[src/rtl/iop_pkg.sv]
package iop_pkg;
  typedef enum logic [2:0] {
    OP_WRITE = 3'd0,
    OP_READ  = 3'd1,
    OP_SETB  = 3'd2,
    OP_CLRB  = 3'd3,
    OP_CPL   = 3'd4
  } iop_op_e;
endpackage

[src/rtl/iop_sync.sv]
module iop_sync #(
  parameter int WIDTH  = 8,
  parameter int STAGES = 2
) (
  input  logic             clk,
  input  logic             rst_n,
  input  logic [WIDTH-1:0] d,
  output logic [WIDTH-1:0] q
);
  logic [WIDTH-1:0] stage [STAGES];

  for (genvar s = 0; s < STAGES; s++) begin : g_stage
    always_ff @(posedge clk or negedge rst_n) begin
      if (!rst_n) stage[s] <= '1;
      else if (s == 0) stage[s] <= d;
      else stage[s] <= stage[(s == 0) ? 0 : s-1];
    end
  end

  assign q = stage[STAGES-1];
endmodule

[src/rtl/iop_latch.sv]
module iop_latch
  import iop_pkg::*;
#(
  parameter int WIDTH = 8,
  localparam int IW   = $clog2(WIDTH)
) (
  input  logic             clk,
  input  logic             rst_n,
  input  logic             cmd_valid,
  input  logic [2:0]       cmd_op,
  input  logic [IW-1:0]    cmd_idx,
  input  logic [WIDTH-1:0] cmd_wdata,
  input  logic [WIDTH-1:0] view,
  output logic [WIDTH-1:0] latch_q
);
  logic [WIDTH-1:0] nxt;

  always_comb begin
    nxt = latch_q;
    if (cmd_valid) begin
      case (cmd_op)
        OP_WRITE: nxt = cmd_wdata;
        OP_SETB:  begin nxt = view; nxt[cmd_idx] = 1'b1; end
        OP_CLRB:  begin nxt = view; nxt[cmd_idx] = 1'b0; end
        OP_CPL:   nxt = ~view;
        default:  nxt = latch_q;
      endcase
    end
  end

  always_ff @(posedge clk or negedge rst_n) begin
    if (!rst_n) latch_q <= '1;
    else        latch_q <= nxt;
  end

  AST_HOLD_IDLE: assert property (@(posedge clk) disable iff (!rst_n)
    !cmd_valid |=> $stable(latch_q));
  AST_WRITE_LOADS: assert property (@(posedge clk) disable iff (!rst_n)
    (cmd_valid && cmd_op == OP_WRITE) |=> latch_q == $past(cmd_wdata));
  AST_SPARE_OPS: assert property (@(posedge clk) disable iff (!rst_n)
    (cmd_valid && cmd_op > 3'd4) |=> $stable(latch_q));
  AST_SET_BIT: assert property (@(posedge clk) disable iff (!rst_n)
    (cmd_valid && cmd_op == OP_SETB) |=> latch_q[$past(cmd_idx)]);
endmodule

[src/rtl/iop_wake.sv]
module iop_wake #(
  parameter int WIDTH = 8,
  parameter logic [WIDTH-1:0] OD_MASK = '1
) (
  input  logic             clk,
  input  logic             rst_n,
  input  logic [WIDTH-1:0] pad_sync,
  input  logic [WIDTH-1:0] latch_q,
  input  logic [WIDTH-1:0] wake_en,
  output logic             wake_req
);
  logic [WIDTH-1:0] prev;
  logic [WIDTH-1:0] fall;

  assign fall = prev & ~pad_sync & latch_q & wake_en & OD_MASK;

  always_ff @(posedge clk or negedge rst_n) begin
    if (!rst_n) begin
      prev     <= '1;
      wake_req <= 1'b0;
    end else begin
      prev     <= pad_sync;
      wake_req <= |fall;
    end
  end

  AST_WAKE_NEEDS_LATCH: assert property (@(posedge clk) disable iff (!rst_n)
    wake_req |-> $past(|(latch_q & wake_en & OD_MASK)));
  AST_WAKE_NEEDS_LOW: assert property (@(posedge clk) disable iff (!rst_n)
    wake_req |-> $past(~&(pad_sync | ~OD_MASK)));
endmodule

[src/rtl/iop_port.sv]
module iop_port
  import iop_pkg::*;
#(
  parameter int WIDTH = 8,
  parameter logic [WIDTH-1:0] PP_MASK = 8'h0C,
  parameter int SYNC_STAGES = 2,
  localparam int IW = $clog2(WIDTH),
  localparam logic [WIDTH-1:0] OD_MASK = ~PP_MASK
) (
  input  logic             clk,
  input  logic             rst_n,
  input  logic             cmd_valid,
  output logic             cmd_ready,
  input  logic [2:0]       cmd_op,
  input  logic [IW-1:0]    cmd_idx,
  input  logic [WIDTH-1:0] cmd_wdata,
  output logic             rsp_valid,
  output logic [WIDTH-1:0] rsp_data,
  input  logic [WIDTH-1:0] wake_en,
  output logic             wake_req,
  input  logic [WIDTH-1:0] pad_in,
  output logic [WIDTH-1:0] pad_drv_lo,
  output logic [WIDTH-1:0] pad_drv_hi
);
  logic [WIDTH-1:0] pad_sync;
  logic [WIDTH-1:0] latch_q;
  logic [WIDTH-1:0] view;

  assign cmd_ready = 1'b1;

  iop_sync #(.WIDTH(WIDTH), .STAGES(SYNC_STAGES)) u_sync (
    .clk(clk), .rst_n(rst_n), .d(pad_in), .q(pad_sync)
  );

  assign view = (pad_sync & OD_MASK) | (latch_q & PP_MASK);

  iop_latch #(.WIDTH(WIDTH)) u_latch (
    .clk(clk), .rst_n(rst_n), .cmd_valid(cmd_valid), .cmd_op(cmd_op),
    .cmd_idx(cmd_idx), .cmd_wdata(cmd_wdata), .view(view), .latch_q(latch_q)
  );

  iop_wake #(.WIDTH(WIDTH), .OD_MASK(OD_MASK)) u_wake (
    .clk(clk), .rst_n(rst_n), .pad_sync(pad_sync), .latch_q(latch_q),
    .wake_en(wake_en), .wake_req(wake_req)
  );

  assign pad_drv_lo = ~latch_q;
  assign pad_drv_hi = latch_q & PP_MASK;

  always_ff @(posedge clk or negedge rst_n) begin
    if (!rst_n) begin
      rsp_valid <= 1'b0;
      rsp_data  <= '0;
    end else begin
      rsp_valid <= cmd_valid && (cmd_op == OP_READ);
      if (cmd_valid && cmd_op == OP_READ) rsp_data <= view;
    end
  end

  AST_RSP_FROM_READ: assert property (@(posedge clk) disable iff (!rst_n)
    rsp_valid |-> $past(cmd_valid && cmd_op == OP_READ));
  AST_READ_ANSWERED: assert property (@(posedge clk) disable iff (!rst_n)
    (cmd_valid && cmd_op == OP_READ) |=> rsp_valid);
  AST_NO_CONTENTION: assert property (@(posedge clk) disable iff (!rst_n)
    (pad_drv_lo & pad_drv_hi) == '0);
  AST_PP_READS_LATCH: assert property (@(posedge clk) disable iff (!rst_n)
    rsp_valid |-> ((rsp_data & PP_MASK) == ($past(pad_drv_hi) & PP_MASK)));
endmodule

[config.mk]
export PLATFORM = sky130hd
export DESIGN_NAME = iop_port
export DESIGN_NICKNAME = d
export VERILOG_FILES = /design/src/rtl/iop_pkg.sv /design/src/rtl/iop_sync.sv /design/src/rtl/iop_latch.sv /design/src/rtl/iop_wake.sv /design/src/rtl/iop_port.sv
export SDC_FILE = /design/constraint.sdc
export NUM_CORES = 1
export LEC_CHECK = 0
export CORE_ASPECT_RATIO = 0.7
export CORE_MARGIN = 2
export CORE_UTILIZATION = 40
export CTS_CLUSTER_SIZE = 12
export DETAILED_ROUTE_END_ITERATION = 7
export PLACE_DENSITY = 0.83
export SYNTH_ARGS = -nofsm -noshare
export SYNTH_HDL_FRONTEND = slang
export SYNTH_SLANG_ARGS = --single-unit
[constraint.sdc]
create_clock -name clk -period 2.2 [get_ports clk]
set_clock_uncertainty 0.05 [all_clocks]
set_input_delay 0.22 -clock clk [delete_from_list [all_inputs] [get_ports clk]]
set_output_delay 0.22 -clock clk [all_outputs]
set_load 0.02 [all_outputs]
### Yosys cells after proc, flatten, opt, wreduce, memory -nomap -nowiden

Index checks and enable logic that the tools add are counted.

| storage, ports and cells | value |
|---|---|
| output and inout bits | 27 |
| input bits | 33 |
| word-level logic and storage cells | 32 |
| register bits after elaboration | 42 |

| cells by class | value |
|---|---|
| bitwise gates (word level) | 10 |
| reductions and logical operators | 6 |
| eq/ne operators | 4 |
| muxes and demuxes | 3 |
| order comparisons | 2 |

Operator list:

| operator | number |
|---|---|
| $and 8x8->8 | 4 |
| $not 8->8 | 4 |
| $pmux 8 s4 | 1 |
| $or 8x4->8 | 1 |
| $or 8x8->8 | 1 |
| $eq 3x2->1 const B | 2 |
| $reduce_or 6->1 | 1 |
| $lt 3x4->1 const B | 1 |
| $reduce_bool 4->1 | 1 |
| $demux 1 s3 | 1 |
| $eq 3x1->1 const B | 1 |
| $eq 3x3->1 const B | 1 |
| $ge 3x1->1 const B | 1 |
| $logic_not 3->1 | 1 |
| $logic_and 1x1->1 | 2 |
| $reduce_and 2->1 | 1 |
| $mux 1 | 1 |

### Longest topological paths before layout

| logic depth | value |
|---|---|
| depth in word-level cells | 7 |
| mapped depth | 4 |
| gate-level depth less buffers | 3 |

### Hierarchy

From an unflattened synthesis, not the netlist that was laid out.

| unflattened totals | value |
|---|---|
| cells, all modules | 152 |
| area, all modules | 1994.4 µm² |

Modules (own cells, without submodules):

| module | times used | area each (µm²) | seq. area each (µm²) | cells an instance |
|---|---|---|---|---|
| iop_latch | 1 | 805.8 | 210.2 | 77 |
| iop_sync | 1 | 480.5 | 420.4 | 24 |
| iop_port | 1 | 459.2 | 225.2 | 36 |
| iop_wake | 1 | 249.0 | 182.7 | 15 |

### Worst setup path after synthesis

Ideal clock, no wire load.

| path | value |
|---|---|
| path kind | input to register |
| from | input port cmd_op[2] |
| to | register rsp_data[0] |
| setup time | 125 ps |
| slack | 1000 ps |
| buffers on the path | 1 |
| data arrival time | 1026 ps |
| stages | 4 |
| data required time | 2025 ps |
| cells stage by stage | nor2_1 -> and3_1 -> buf_2 -> mux2_2 |

| between the ends | value |
|---|---|
| longest elaborated chain between the ends | 2 |

RTL lines:

| element | line | text |
|---|---|---|
| start: declaration | iop_port.sv:14 | `input logic [2:0] cmd_op,` |
| $eq 3x1->1 | iop_port.sv:56 | `if (cmd_valid && cmd_op == OP_READ) rsp_data <= view;` |
| $logic_and 1x1->1 | iop_port.sv:56 |  |
| end signal: assignment | iop_port.sv:56 |  |
| end: declaration | iop_port.sv:18 | `output logic [WIDTH-1:0] rsp_data,` |

Every way passes these cells.
A chain may end at the register's enable or synchronous reset.

### Final worst setup path

| path | value |
|---|---|
| from | register u_latch.latch_q[2] |
| to | output port pad_drv_hi[2] |

RTL lines:

| element | line | text |
|---|---|---|
| start: declaration | iop_latch.sv:14 | `output logic [WIDTH-1:0] latch_q` |
| start signal: assignment | iop_latch.sv:33 | `else latch_q <= nxt;` |
| end: declaration | iop_port.sv:23 | `output logic [WIDTH-1:0] pad_drv_hi` |

No word-level cell between the ends.

==> impl_metrics.json <==
{
  "status": "finished clean",
  "slew_viol_final": 0,
  "drc": 0,
  "cts_root_buffer": "clkbuf_8",
  "async_flop_share_pct": 100,
  "worstSetupEndpointType": "primary output",
  "ys_warn_count": 0,
  "max_stage_delay_ns": 0.62,
  "dp_hpwl_um": 2680,
  "antenna_cells": 0,
  "final_common_cell": "clkdlybuf4s50_1",
  "rsz0062_at_grt": "false",
  "vias": 1280,
  "post_route_cells_drive_above_1_share_pct": 25.5,
  "vias_per_cell": 5.16,
  "num_rows": 19,
  "critPathMaxFanout": 6,
  "synth_cell_types": 33,
  "routed_wl_um": 3690,
  "layout_common_cells": "48 x clkdlybuf4s50_1, 26 x dfstp_2, 10 x dfrtp_1, 9 x inv_1, 9 x buf_4",
  "pwr-share-clk_pct": 24.4,
  "cts_resized": 0,
  "critical_path_buf_inv_count": 1,
  "io_pins": 60,
  "ys.flop_type": "dfstp_2",
  "intPower_mw": 1.26,
  "cts.sinks": 36,
  "period_share_pct": 79.6,
  "clockBufferDepth": 2,
  "nets": 228,
  "arrival_ns": 1.48,
  "setup_slack_ns": 0.449,
  "hold_class": "primary input to async pin",
  "crit_path_top_delay_cell": "clkdlybuf4s50_1",
  "netlist_area_um2": 1730,
  "grt_overflow": 0,
  "critPathRequiredTime_ns": 1.93,
  "drv_cap": 0,
  "cts_setup_buffers": 0,
  "leakage_nw": 0.899,
  "crit_chain": "clkdlybuf4s50_1",
  "grt_pass1_wl_um": 5870,
  "cts_made_buffers": 5,
  "ir_drop_uv": 621,
  "routabilityCongestion": 0.822,
  "die_h_um": 59.1,
  "core_um2": 4040,
  "postRouteAntennaNets": 0,
  "cts_hold_buffers": 0,
  "worstSkewPairLatency_ns": 0.28,
  "clkSlewWorstSetupHoldPaths_ns": 0.07,
  "die_x_um": 82.7,
  "start_util_pct": 42.9,
  "syn-instance-count": 143,
  "drt_iter0_markers": 65,
  "critPathKind": "flip-flop to primary output",
  "p_sw_share_pct": 28.7,
  "setup-tns-final_ns": 0,
  "start_kind": "flip-flop",
  "finalSetupViolations": 0,
  "yosysTopAreaCellShare_pct": 39.4,
  "cts_tree": "done",
  "wl_per_cell_um": 14.9,
  "max_freq_mhz": 571,
  "dieArea_um2": 4880,
  "antenna_found_initial": 0,
  "synth_edf_count": 0,
  "synth_area_per_cell_um2": 12.1,
  "finalCriticalPeriod_ns": 1.75,
  "hold_viol_final": 0,
  "grt_pass1_vias": 1211,
  "dp_cells": 240,
  "fillers": 363,
  "p_comb_share_pct": 28.4,
  "powerDensity_nw_per_um2": 771,
  "grt_max_degree": 37,
  "path_delay_family": "buffers and inverters",
  "dp_slack_ns": 0.325,
  "syn2layout_area_growth_pct": 32.6,
  "yosysTopAreaCell": "dfstp_2",
  "drtPass1Iterations": 4,
  "layoutNonFillerInstCount": 248,
  "ys_ff_latch": 36,
  "seqPwrFrac_pct": 47.2,
  "netSwitchingPower_mw": 0.508,
  "ys_seq_area_share_pct": 53.9,
  "htreeDepth": 2,
  "synth_area_leaders": "dfstp_2 39%, dfrtp_1 14%, mux2_2 5.2%",
  "track_usage_pct": 16.5,
  "io_buffers": 48
}
-- synthesized netlist by cell type, types with 2 or more instances --
library cell / number
o21bai_1: 6
dfstp_2: 26
dfrtp_1: 10
conb_1: 2
o21ai_0: 2
and2_1: 3
inv_1: 9
o2111ai_1: 4
mux2_2: 8
buf_4: 11
a32o_1: 6
nand3b_1: 3
nand3_1: 8
buf_2: 2
nor2_1: 2
clkbuf_8: 4
nand2_1: 4
nor2b_1: 3
a32oi_1: 6
nand4b_1: 7
nor3b_1: 4
nor4b_1: 2
-- power by group through the flow --
stage          registers (mW)  logic, mW  clock network (mW)
4_1_cts                 0.837      0.508               0.453
5_1_grt                 0.851      0.538               0.487
2_1_floorplan           0.888      0.221                   0
3_5_place_dp            0.846      0.506                   0
6_report                0.836      0.503               0.432
3_3_place_gp            0.844      0.498                   0
-- final cells by class --
cell class | count | area, um^2 | share of cell area (%)
inverter | 9 | 33.8 | 1.47
multi-input combinational | 86 | 637 | 27.7
clock inverter | 1 | 5.00 | 0.218
timing repair buffer | 57 | 548 | 23.8
tap | 52 | 65.1 | 2.83
sequential | 36 | 933 | 40.6
clock buffer | 7 | 76.3 | 3.32
-- per-stage QoR --
stage | cell area (um^2) | hold slack [ns] | power, mW | util, %
finish | 2300 | 0.289 | 1.77 | 56.9
global route | 2300 | 0.272 | 1.87 | 56.9
CTS | 2300 | 0.279 | 1.80 | 56.9
detailed placement | 2220 | 0.297 | 1.35 | 54.9
global placement | 2220 | 0.296 | 1.34 | 54.9
floorplan | 1750 | -0.126 | 1.11 | -
-- kinds of logic after synthesis --
logic type / Yosys count / share of synthesized area (%)
flops: 36 / 53.9
mux: 8 / 5.20
simple gates: 45 / 17.4
buf+inv: 26 / 10.5
other cells: 2 / 0.433
compound gates: 26 / 12.6
-- worst paths after layout --
kind / slack [ns] / cells after the start / startpoint / to
max in group asynchronous: 1.47 / 2 / rst_n / u_sync.q[5]
setup / recovery: 0.45 / 1 / u_latch.latch_q[2] / pad_drv_hi[2]
setup reg to reg: 1.04 / 3 / u_sync.q[7] / u_wake.wake_req
hold reg to reg: 0.31 / 0 / u_sync.stage[8] / u_sync.q[0]
hold / removal: 0.29 / 2 / rst_n / rsp_valid
min in group clk: 0.29 / 1 / pad_in[7] / u_sync.stage[15]
-- routing by layer --
metal,GRT usage (%),part of all wire (%),vias to the layer above,wire length [um]
met2,24.9,45,42,1650
met1,22.8,47,617,1750
li1,-,-,617,-
met4,5.62,1.3,0,48
met3,5.03,6.6,4,242
met5,0,0,-,0
-- sequential cells by signal, summed over array words and instances, names as in the netlist --
name	flops
rsp_data	8
u_latch.latch_q	8
u_sync.q	6
u_sync.stage	6
u_wake.prev	6
rsp_valid	1
u_wake.wake_req	1
(Power assumes the default switching activity.)
